[src/rtl/pwm6_pkg.sv]
package pwm6_pkg;
  localparam int NUM_PAIRS  = 3;
  localparam int NUM_CH     = 2 * NUM_PAIRS;
  localparam int DW         = 8;
  localparam int ADDR_EN    = 0;
  localparam int ADDR_CAT   = 1;
  localparam int ADDR_PER0  = 2;
  localparam int ADDR_DUTY0 = ADDR_PER0 + NUM_CH;

  typedef struct packed {
    logic                 tick;
    logic [NUM_CH-1:0]    run;
    logic [NUM_PAIRS-1:0] cat;
    logic [NUM_CH-1:0]    perWe;
    logic [NUM_CH-1:0]    dutyWe;
    logic [DW-1:0]        wdata;
  } pwmStrobe_t;
endpackage

[src/rtl/pwm6_ctrl.sv]
module pwm6_ctrl
  import pwm6_pkg::*;
#(
  parameter int DIV = 4,
  parameter int AW  = 4
) (
  input  logic                 clk,
  input  logic                 rstN,
  input  logic                 regWe,
  input  logic [AW-1:0]        regAddr,
  input  logic [DW-1:0]        regWdata,
  output pwmStrobe_t           stb,
  output logic [NUM_CH-1:0]    enVal,
  output logic [NUM_PAIRS-1:0] catVal
);
  localparam int PW = (DIV > 1) ? $clog2(DIV) : 1;
  localparam logic [PW-1:0] PRE_LAST = PW'(DIV - 1);

  logic [NUM_CH-1:0]    enReg, enNext, effEn, runReg;
  logic [NUM_PAIRS-1:0] catReg, catNext;
  logic [PW-1:0]        preCnt;
  logic                 wrEn, wrCat, anyEn, tick;

  assign wrEn    = regWe && (regAddr == AW'(ADDR_EN));
  assign wrCat   = regWe && (regAddr == AW'(ADDR_CAT));
  assign enNext  = wrEn  ? regWdata[NUM_CH-1:0]    : enReg;
  assign catNext = wrCat ? regWdata[NUM_PAIRS-1:0] : catReg;
  assign anyEn   = |enReg;
  assign tick    = anyEn && (preCnt == PRE_LAST);

  // In a joined pair the even enable is masked off.
  for (genvar p = 0; p < NUM_PAIRS; p++) begin : g_eff
    assign effEn[2*p]   = enNext[2*p] && !catNext[p];
    assign effEn[2*p+1] = enNext[2*p+1];
  end

  always_ff @(posedge clk) begin
    if (!rstN) begin
      enReg  <= '0;
      catReg <= '0;
      preCnt <= '0;
      runReg <= '0;
    end else begin
      enReg  <= enNext;
      catReg <= catNext;
      if (!anyEn || preCnt == PRE_LAST) preCnt <= '0;
      else                              preCnt <= preCnt + PW'(1);
      for (int i = 0; i < NUM_CH; i++)
        runReg[i] <= effEn[i] && (runReg[i] || tick);
    end
  end

  always_comb begin
    stb.tick  = tick;
    stb.run   = runReg;
    stb.cat   = catReg;
    stb.wdata = regWdata;
    for (int i = 0; i < NUM_CH; i++) begin
      stb.perWe[i]  = regWe && (regAddr == AW'(ADDR_PER0 + i));
      stb.dutyWe[i] = regWe && (regAddr == AW'(ADDR_DUTY0 + i));
    end
  end

  assign enVal  = enReg;
  assign catVal = catReg;
endmodule

[src/rtl/pwm6_pair_dp.sv]
module pwm6_pair_dp #(
  parameter int DW = 8
) (
  input  logic          clk,
  input  logic          rstN,
  input  logic          tick,
  input  logic          catOn,
  input  logic          runA,
  input  logic          runB,
  input  logic          perWeA,
  input  logic          perWeB,
  input  logic          dutWeA,
  input  logic          dutWeB,
  input  logic [DW-1:0] wdata,
  output logic [DW-1:0] shPerA,
  output logic [DW-1:0] shPerB,
  output logic [DW-1:0] shDutA,
  output logic [DW-1:0] shDutB,
  output logic          outA,
  output logic          outB
);
  localparam int CW = 2 * DW;

  logic [DW-1:0] actPerA, actPerB, actDutA, actDutB, cntA, cntB;
  logic [CW-1:0] cnt16, per16, dut16;
  logic          wrapA, wrapB, wrap16, loadA, loadB;
  logic          cmpA, cmpB, cmp16;

  assign cnt16 = {cntA, cntB};
  assign per16 = {actPerA, actPerB};
  assign dut16 = {actDutA, actDutB};

  assign wrapA  = ({1'b0, cntA}  + (DW+1)'(1)) >= {1'b0, actPerA};
  assign wrapB  = ({1'b0, cntB}  + (DW+1)'(1)) >= {1'b0, actPerB};
  assign wrap16 = ({1'b0, cnt16} + (CW+1)'(1)) >= {1'b0, per16};

  assign cmpA  = (actDutA != '0) && ((actDutA >= actPerA) || (cntA  < actDutA));
  assign cmpB  = (actDutB != '0) && ((actDutB >= actPerB) || (cntB  < actDutB));
  assign cmp16 = (dut16   != '0) && ((dut16   >= per16)   || (cnt16 < dut16));

  assign loadA = catOn ? (!runB || (tick && wrap16)) : (!runA || (tick && wrapA));
  assign loadB = catOn ? (!runB || (tick && wrap16)) : (!runB || (tick && wrapB));

  always_ff @(posedge clk) begin
    if (!rstN) begin
      cntA <= '0;
      cntB <= '0;
    end else if (catOn) begin
      if (!runB)     {cntA, cntB} <= '0;
      else if (tick) {cntA, cntB} <= wrap16 ? '0 : cnt16 + CW'(1);
    end else begin
      if (!runA)     cntA <= '0;
      else if (tick) cntA <= wrapA ? '0 : cntA + DW'(1);
      if (!runB)     cntB <= '0;
      else if (tick) cntB <= wrapB ? '0 : cntB + DW'(1);
    end
  end

  always_ff @(posedge clk) begin
    if (!rstN) begin
      shPerA <= '0; shPerB <= '0; shDutA <= '0; shDutB <= '0;
      actPerA <= '0; actPerB <= '0; actDutA <= '0; actDutB <= '0;
    end else begin
      if (perWeA) shPerA <= wdata;
      if (perWeB) shPerB <= wdata;
      if (dutWeA) shDutA <= wdata;
      if (dutWeB) shDutB <= wdata;
      if (loadA) begin actPerA <= shPerA; actDutA <= shDutA; end
      if (loadB) begin actPerB <= shPerB; actDutB <= shDutB; end
    end
  end

  assign outA = !catOn && runA && cmpA;
  assign outB = runB && (catOn ? cmp16 : cmpB);
endmodule

[src/rtl/pwm6_datapath.sv]
module pwm6_datapath
  import pwm6_pkg::*;
(
  input  logic                 clk,
  input  logic                 rstN,
  input  pwmStrobe_t           stb,
  output logic [NUM_CH*DW-1:0] perRd,
  output logic [NUM_CH*DW-1:0] dutRd,
  output logic [NUM_CH-1:0]    pwmOut
);
  for (genvar p = 0; p < NUM_PAIRS; p++) begin : g_pair
    pwm6_pair_dp #(.DW(DW)) u_pair (
      .clk    (clk),
      .rstN   (rstN),
      .tick   (stb.tick),
      .catOn  (stb.cat[p]),
      .runA   (stb.run[2*p]),
      .runB   (stb.run[2*p+1]),
      .perWeA (stb.perWe[2*p]),
      .perWeB (stb.perWe[2*p+1]),
      .dutWeA (stb.dutyWe[2*p]),
      .dutWeB (stb.dutyWe[2*p+1]),
      .wdata  (stb.wdata),
      .shPerA (perRd[(2*p)*DW +: DW]),
      .shPerB (perRd[(2*p+1)*DW +: DW]),
      .shDutA (dutRd[(2*p)*DW +: DW]),
      .shDutB (dutRd[(2*p+1)*DW +: DW]),
      .outA   (pwmOut[2*p]),
      .outB   (pwmOut[2*p+1])
    );
  end
endmodule

[src/rtl/pwm6_concat.sv]
module pwm6_concat
  import pwm6_pkg::*;
#(
  parameter int DIV = 4,
  parameter int AW  = 4
) (
  input  logic              clk,
  input  logic              rstN,
  input  logic              regWe,
  input  logic [AW-1:0]     regAddr,
  input  logic [DW-1:0]     regWdata,
  output logic [DW-1:0]     regRdata,
  output logic [NUM_CH-1:0] pwmOut
);
  pwmStrobe_t           stb;
  logic [NUM_CH-1:0]    enVal;
  logic [NUM_PAIRS-1:0] catVal;
  logic [NUM_CH*DW-1:0] perRd, dutRd;

  pwm6_ctrl #(.DIV(DIV), .AW(AW)) u_ctrl (
    .clk      (clk),
    .rstN     (rstN),
    .regWe    (regWe),
    .regAddr  (regAddr),
    .regWdata (regWdata),
    .stb      (stb),
    .enVal    (enVal),
    .catVal   (catVal)
  );

  pwm6_datapath u_dp (
    .clk    (clk),
    .rstN   (rstN),
    .stb    (stb),
    .perRd  (perRd),
    .dutRd  (dutRd),
    .pwmOut (pwmOut)
  );

  always_comb begin
    regRdata = '0;
    if (regAddr == AW'(ADDR_EN))  regRdata = DW'(enVal);
    if (regAddr == AW'(ADDR_CAT)) regRdata = DW'(catVal);
    for (int i = 0; i < NUM_CH; i++) begin
      if (regAddr == AW'(ADDR_PER0 + i))  regRdata = perRd[i*DW +: DW];
      if (regAddr == AW'(ADDR_DUTY0 + i)) regRdata = dutRd[i*DW +: DW];
    end
  end
endmodule

[config.mk]
export PLATFORM = sky130hd
export DESIGN_NAME = pwm6_concat
export DESIGN_NICKNAME = d
export VERILOG_FILES = /design/src/rtl/pwm6_pkg.sv /design/src/rtl/pwm6_ctrl.sv /design/src/rtl/pwm6_pair_dp.sv /design/src/rtl/pwm6_datapath.sv /design/src/rtl/pwm6_concat.sv
export SDC_FILE = /design/constraint.sdc
export NUM_CORES = 1
export LEC_CHECK = 0
export ABC_AREA = 0
export ABC_CLOCK_PERIOD_IN_PS = 3400
export CAP_MARGIN = 20
export CELL_PAD_IN_SITES_DETAIL_PLACEMENT = 0
export CELL_PAD_IN_SITES_GLOBAL_PLACEMENT = 1
export CORE_AREA = 2 2 283 145
export CTS_BUF_LIST = sky130_fd_sc_hd__clkbuf_16
export DETAILED_ROUTE_END_ITERATION = 7
export DIE_AREA = 0 0 285 147
export GPL_TIMING_DRIVEN = 0
export PLACE_DENSITY = 0.76
export SETUP_SLACK_MARGIN = 0.15
export SYNTH_ARGS = -nofsm -noshare
export SYNTH_HDL_FRONTEND = slang
export SYNTH_HIERARCHICAL = 1
export SYNTH_SLANG_ARGS = --single-unit
[constraint.sdc]
create_clock -name clk -period 3.4 [get_ports clk]
set_input_delay 0.51 -clock clk [delete_from_list [all_inputs] [get_ports clk]]
set_output_delay 0.51 -clock clk [all_outputs]
set_load 0.05 [all_outputs]
-- Word level (Yosys, flattened, before mapping)
Index checks and enable logic that the tools add are counted.
- $add $sub $neg: 19
- bitwise operators: 1
- reduce and logical (&&, ||, !) cells: 104
- muxes and demuxes: 64
- eq/ne operators: 23
- magnitude comparators: 27
- operator list (kind ; count):
    two-way mux 8 bit ; 49
    adder 8 x 1 -> 9 bit (second input constant) ; 6
    >= comparator 9 x 8 -> 1 bit ; 6
    adder 16 x 1 -> 17 bit (second input constant) ; 3
    >= comparator 17 x 16 -> 1 bit ; 3
    logical AND 1 bit ; 51
    adder 16 x 1 -> 16 bit (second input constant) ; 3
    adder 8 x 1 -> 8 bit (second input constant) ; 6
    >= comparator 16 bit ; 3
    >= comparator 8 bit ; 6
    less-than comparator 16 bit ; 3
    less-than comparator 8 bit ; 6
    two-way mux 16 bit ; 3
    nonzero test 16 bit ; 3
    nonzero test 8 bit ; 6
    logical OR 1 bit ; 25
    == test 4 bit (second input constant) ; 6
    inequality test 3 bit (second input constant) ; 6
    == test 4 x 3 -> 1 bit (second input constant) ; 4
    zero test 1 bit ; 13
    two-way mux 6 bit ; 2
    two-way mux 1 bit ; 9
    == test 4 x 2 -> 1 bit (second input constant) ; 2
    inequality test 2 bit (second input constant) ; 3
    9 further kinds ; 11
- word-level logic and storage cells: 272
- register bits: 257

-- Logic depth before layout (Yosys ltp)
- depth after elaboration: 15
- mapped depth: 15

-- Cells and area by module
Netlist, hierarchy kept.
- by module, submodules not included (module ; times used ; cells each ; area each (µm²) ; sequential area each (µm²)):
    pwm6_pair_dp at u_dp.g_pair[0].u_pair ... ; 2 ; 580 ; 5033.6 ; 1601.5
    pwm6_pair_dp at u_dp.g_pair[2].u_pair ; 1 ; 593 ; 4994.8 ; 1601.5
    pwm6_concat ; 1 ; 196 ; 1267.5 ; 0.0
    pwm6_ctrl ; 1 ; 94 ; 843.3 ; 340.3

-- Worst setup path after synthesis
OpenSTA, ideal clock, no wires.
- kind: flip-flop to flip-flop
- from: register u_dp.g_pair[2].u_pair.cntB[0]
- to: register u_dp.g_pair[2].u_pair.cntB[2]
- arrival time: 3355 ps
- clock period less this slack: 3469 ps
- library setup time: 114 ps
- required time: 3286 ps
- path buffers: 1
- setup slack: -69 ps
- stages on the path, launching flop included: 15
- cells stage by stage: dfxtp_1 ha_1 and4_1 and4_1 clkbuf_1 nand2_1 xnor2_1 ha_1 nand4_1 or2_2 nor4_2 o41ai_1 a41oi_1 o21ai_0 a21o_1
- word-level cells in the longest chain between the ends: 6
- elaborated cells between the ends (all ways): 13
- RTL lines (item ; line ; text):
    start: declaration ; pwm6_pair_dp.sv:24 ; logic [DW-1:0] actPerA, actPerB, actDutA, actDutB, cntA, cntB;
    start signal: assignment ; pwm6_pair_dp.sv:50 ; else if (tick) {cntA, cntB} <= wrap16 ? '0 : cnt16 + CW'(1);
    start signal: assignment ; pwm6_pair_dp.sv:55 ; else if (tick) cntB <= wrapB ? '0 : cntB + DW'(1);
    adder 16 x 1 -> 17 bit or adder 8 x 1 -> 9 bit (tied branches) ; pwm6_pair_dp.sv:35, pwm6_pair_dp.sv:34 ;
    >= comparator 17 x 16 -> 1 bit or >= comparator 9 x 8 -> 1 bit (tied branches) ; pwm6_pair_dp.sv:35, pwm6_pair_dp.sv:34 ;
    two-way mux 16 bit or two-way mux 8 bit (tied branches) ; pwm6_pair_dp.sv:50, pwm6_pair_dp.sv:55 ;
    two-way mux 8 bit (on tied branches) ; pwm6_pair_dp.sv:50, pwm6_pair_dp.sv:55 ;
    two-way mux 8 bit (on tied branches) ; pwm6_pair_dp.sv:49, pwm6_pair_dp.sv:54 ;
    two-way mux 8 bit (*) ; pwm6_pair_dp.sv:48 ; end else if (catOn) begin
Every way passes the cells marked *; elsewhere a longest branch is shown, timed or not. The select of a mux whose other input is x is not followed.
A chain may end at the register's enable or synchronous reset.

-- Worst setup path after layout
- from: register u_dp.g_pair[2].u_pair.cntB[0]
- to: register u_dp.g_pair[2].u_pair.cntA[3]
- word-level cells in the longest chain between the ends: 6
- elaborated cells between the ends (all ways): 7
- RTL lines (item ; line ; text):
    adder 16 x 1 -> 17 bit ; pwm6_pair_dp.sv:35 ; assign wrap16 = ({1'b0, cnt16} + (CW+1)'(1)) >= {1'b0, per16};
    >= comparator 17 x 16 -> 1 bit ; pwm6_pair_dp.sv:35 ;
    two-way mux 16 bit (*) ; pwm6_pair_dp.sv:50 ;
    two-way mux 8 bit (*) ; pwm6_pair_dp.sv:50 ;
    two-way mux 8 bit (*) ; pwm6_pair_dp.sv:49 ; if (!runB) {cntA, cntB} <= '0;
    two-way mux 8 bit (*) ; pwm6_pair_dp.sv:48 ;
    end signal: assignment ; pwm6_pair_dp.sv:50 ;
    end signal: assignment ; pwm6_pair_dp.sv:53 ; else if (tick) cntA <= wrapA ? '0 : cntA + DW'(1);
    end: declaration ; pwm6_pair_dp.sv:24 ;
Marks and branches as above.

==> results.cfg <==
[floorplanning]
coreArea_um2 = 39700
die_x_um = 285
io_pins = 29
start_util_pct = 43.3
dieArea_um2 = 41900
die_y_um = 147
row_count = 52

[route]
first_pass_iters = 5
wl_per_cell_um = 22.4
via_per_inst = 5.88
wirelength_mm = 61.0
drtAntennaViolNets = 0
drt-initial-drc-count = 1895
drcViolationCount = 0
vias = 16000

[worst_setup_path]
r2r_cells = 17
cp-start-kind = register
r2r_slack_ns = -0.23
worstReg2RegEnd = u_dp/g_pair[2].u_pair/cntA[3]
r2r-start = u_dp/g_pair[2].u_pair/cntB[0]
path_max_fanout = 5
endpoint_kind = register
arrival_ns = 4.07
crit_type = reg -> reg
worst_ep_required_time_ns = 3.84

[clocking]
cts_hold_buf = 0
cts_made_buffers = 25
clk_pin_slew_ns = 0.07
clockRootBuffer = clkbuf_16
cts.sinks = 257
htree_levels = 1
clockBufferDepth = 3
cts_tree = done
worstSkewPairLatency_ns = 0.54

[logic_synthesis]
syn_inst = 2043
ys_ff_latch = 257
synth.net_count = 2236
synth_top_area_share_pct = 30.0
syn_area_per_cell_um2 = 8.41
synth_edf_count = 0
yosysWarningCount = 6
async_reset_ff_share_pct = 0
synthDistinctLibCells = 94
synth_area_um2 = 17200
synth_top_area_cell = dfxtp_1
ys_seq_area_share_pct = 30.0
synth-main-ff-cell = dfxtp_1
synth_area_leaders = dfxtp_1 (30%), ha_1 (13%), mux2i_1 (9.7%)

[sta]
setup_violations = 48
setup_tns_ns = -6.46
rsz0062_at_grt = yes
worstMarginPinSlew_ns = 0.862
slew_headroom_pct = 42.6
final-hold-violation-count = 0
fin_crit_sh_pct = 107
drv_slew = 0
fmax_ghz = 0.275
skew_ns = 0.0105
final.min_clock_period_ns = 3.63
fin_ws_ns = -0.230

[global_route]
grt_pass1_wl_mm = 90.7
grt_usage_pct = 28.2
grt-ovfl-total = 0
grt_max_degree = 15
antenna_found_initial = 1
grt_pass1_vias = 14800

[placed_design]
io_buffers = 26
place_congestion = 0.986
place_inst = 2609
hpwl_mm = 47.0

[worst_hold_path]
min_path_cells = 3
holdPathEnd = u_dp/g_pair[1].u_pair/shDutA[7]
hold_start = regWdata[7]
min_path_type = in -> reg

[pwr]
ir_worst_vdd_uv = 348
total_power_mw = 6.42
p_per_area_nw_per_um2 = 312
leakage_nw = 8.21

[run_status]
status = finished with violations
violations = negative setup slack

[final_layout]
antenna_cells = 0
fillerInstances = 3807
utilization_pct = 51.9
final_nets = 2354
drive_gt1_share_pct = 17.8
final_cells = 2718
areaGrowthSynthToFinish_pct = 20.0

[job]
maxCapViolations = 0
-- metal layers --
| layer | vias up | wire [um] | GRT usage, % |
|---|---|---|---|
| li1 | 7470 | - | - |
| met2 | 657 | 20900 | 33.0 |
| met4 | 0 | 440 | 2.70 |
| met5 | - | 0 | 0 |
| met1 | 7816 | 32300 | 47.9 |
| met3 | 34 | 7420 | 9.52 |
-- cells in the final DEF, fill, tap and decap left out, types with 12 or more instances in the layout --
cell | netlist | routed
nand2_1 | 281 | 278
clkbuf_1 | 66 | 57
buf_6 | 8 | 18
clkbuf_16 | 0 | 27
nand3_2 | 2 | 23
buf_4 | 15 | 73
nand2b_1 | 37 | 35
nor2b_1 | 122 | 122
buf_2 | 19 | 13
and3_1 | 32 | 30
nor4_1 | 20 | 20
nor3_1 | 17 | 12
ha_1 | 178 | 169
dfxtp_4 | 0 | 16
a21o_1 | 27 | 27
xor2_1 | 27 | 23
o31ai_1 | 20 | 17
o21ai_1 | 5 | 37
mux2i_1 | 166 | 164
dfxtp_1 | 257 | 218
dfxtp_2 | 0 | 23
o21ai_2 | 0 | 18
o21ai_0 | 102 | 52
inv_1 | 133 | 139
o311a_1 | 14 | 14
xnor2_1 | 33 | 26
nand4_1 | 20 | 20
nor2_1 | 78 | 62
a21oi_1 | 78 | 68
nand3_1 | 74 | 47
-- cells in the mapped netlist (all sizes together), types with 9 or more instances --
cell and count:
clkbuf 68, nand4 22, o22ai 11, nor2 78, xnor2 33, o311a 14
ha 178, a31oi 9, a211oi 13, nand3 76, a22oi 9, inv 133
o31ai 20, nor2b 122, dfxtp 257, mux2i 166, xor2 27, a21o 27
and3 32, nor3 17, nand2b 38, o21ai 107, nor4 21, nand2 281
a21oi 78, buf 45
-- repair_timing --
action / 4_1_cts / 5_1_grt
cloned: 3 / 4
setup buffers: 32 / 26
endpoints found under the setup margin: 156 / 142
pin swaps: 33 / 46
resized for setup: 243 / 190
-- how the worst max path moves through the flow --
stage / start / to / slack, ns / depth (start not counted)
3_3_place_gp: u_dp/g_pair[2].u_pair/cntB[2] / u_dp/g_pair[2].u_pair/cntB[2] / -0.90 / 13
2_1_floorplan: u_dp/g_pair[2].u_pair/cntB[1] / u_dp/g_pair[2].u_pair/cntA[2] / 0.18 / 14
5_1_grt: u_dp/g_pair[2].u_pair/cntB[0] / u_dp/g_pair[2].u_pair/actDutA[4] / -0.31 / 16
3_5_place_dp: u_dp/g_pair[2].u_pair/cntB[2] / u_dp/g_pair[2].u_pair/cntB[2] / -0.89 / 13
6_report: u_dp/g_pair[2].u_pair/cntB[0] / u_dp/g_pair[2].u_pair/cntA[3] / -0.23 / 17
4_1_cts: u_dp/g_pair[2].u_pair/cntB[0] / u_dp/g_pair[2].u_pair/cntA[4] / -0.11 / 15
-- critical path, stage by stage (launching register included) --
cell and delay [ns]:
dfxtp_4 0.36, ha_4 0.14, and4_4 0.24, and4_4 0.24
buf_8 0.14, nand2_4 0.05, xnor2_2 0.13, ha_1 0.29
buf_4 0.10, nand4_1 0.17, or2_4 0.34, nor4_4 0.28
o41a_4 0.31, buf_4 0.14, buf_6 0.10, nor3_1 0.04
o31a_1 0.26, o21a_1 0.16
-- kinds of logic after synthesis --
logic type	synth area share, %
compound gates	15.9
fa+ha+maj	13.0
simple gates	21.9
buf+inv	6.34
flops	30.0
xor+xnor	3.06
mux	9.94
-- registers in the layout, summed over array words and instances, names as in the netlist --
register,count
u_dp/g_pair.u_pair/actDutB,24
u_ctrl/preCnt,2
u_ctrl/enVal,6
u_dp/g_pair.u_pair/shDutA,24
u_dp/g_pair.u_pair/shPerA,24
u_ctrl/runReg,6
u_dp/g_pair.u_pair/shDutB,24
u_dp/g_pair.u_pair/actDutA,24
u_dp/g_pair.u_pair/actPerA,24
u_dp/g_pair.u_pair/shPerB,24
u_ctrl/catVal,3
u_dp/g_pair.u_pair/actPerB,24
u_dp/g_pair.u_pair/cntA,24
u_dp/g_pair.u_pair/cntB,24
-- area by class of cell --
| type | instances | area, um^2 | share of cell area [%] |
|---|---|---|---|
| inverters | 133 | 499 | 2.42 |
| multi-input cells | 1540 | 11900 | 57.8 |
| repair buffers | 91 | 818 | 3.97 |
| clock buffers | 25 | 626 | 3.04 |
| well taps | 540 | 676 | 3.28 |
| clock inverters | 19 | 143 | 0.692 |
| flip-flops and latches | 257 | 5230 | 25.4 |
| plain buffers | 113 | 689 | 3.35 |
-- where the power goes --
part / internal (mW) / switching, mW
logic: 0.197 / 0.385
registers: 3.02 / 0.0303
clock network: 1.49 / 1.30
total: 4.71 / 1.71
-- metrics by stage --
step	hold WS, ns	instance area (um^2)	setup WS [ns]
after floorplan	0.405	17200	0.184
after global placement	0.412	18100	-0.900
after detailed placement	0.433	18100	-0.893
after CTS	0.387	19700	-0.111
after global routing	0.412	20600	-0.312
final	0.414	20600	-0.230
No activity file was read; power rests on OpenSTA's default activity.
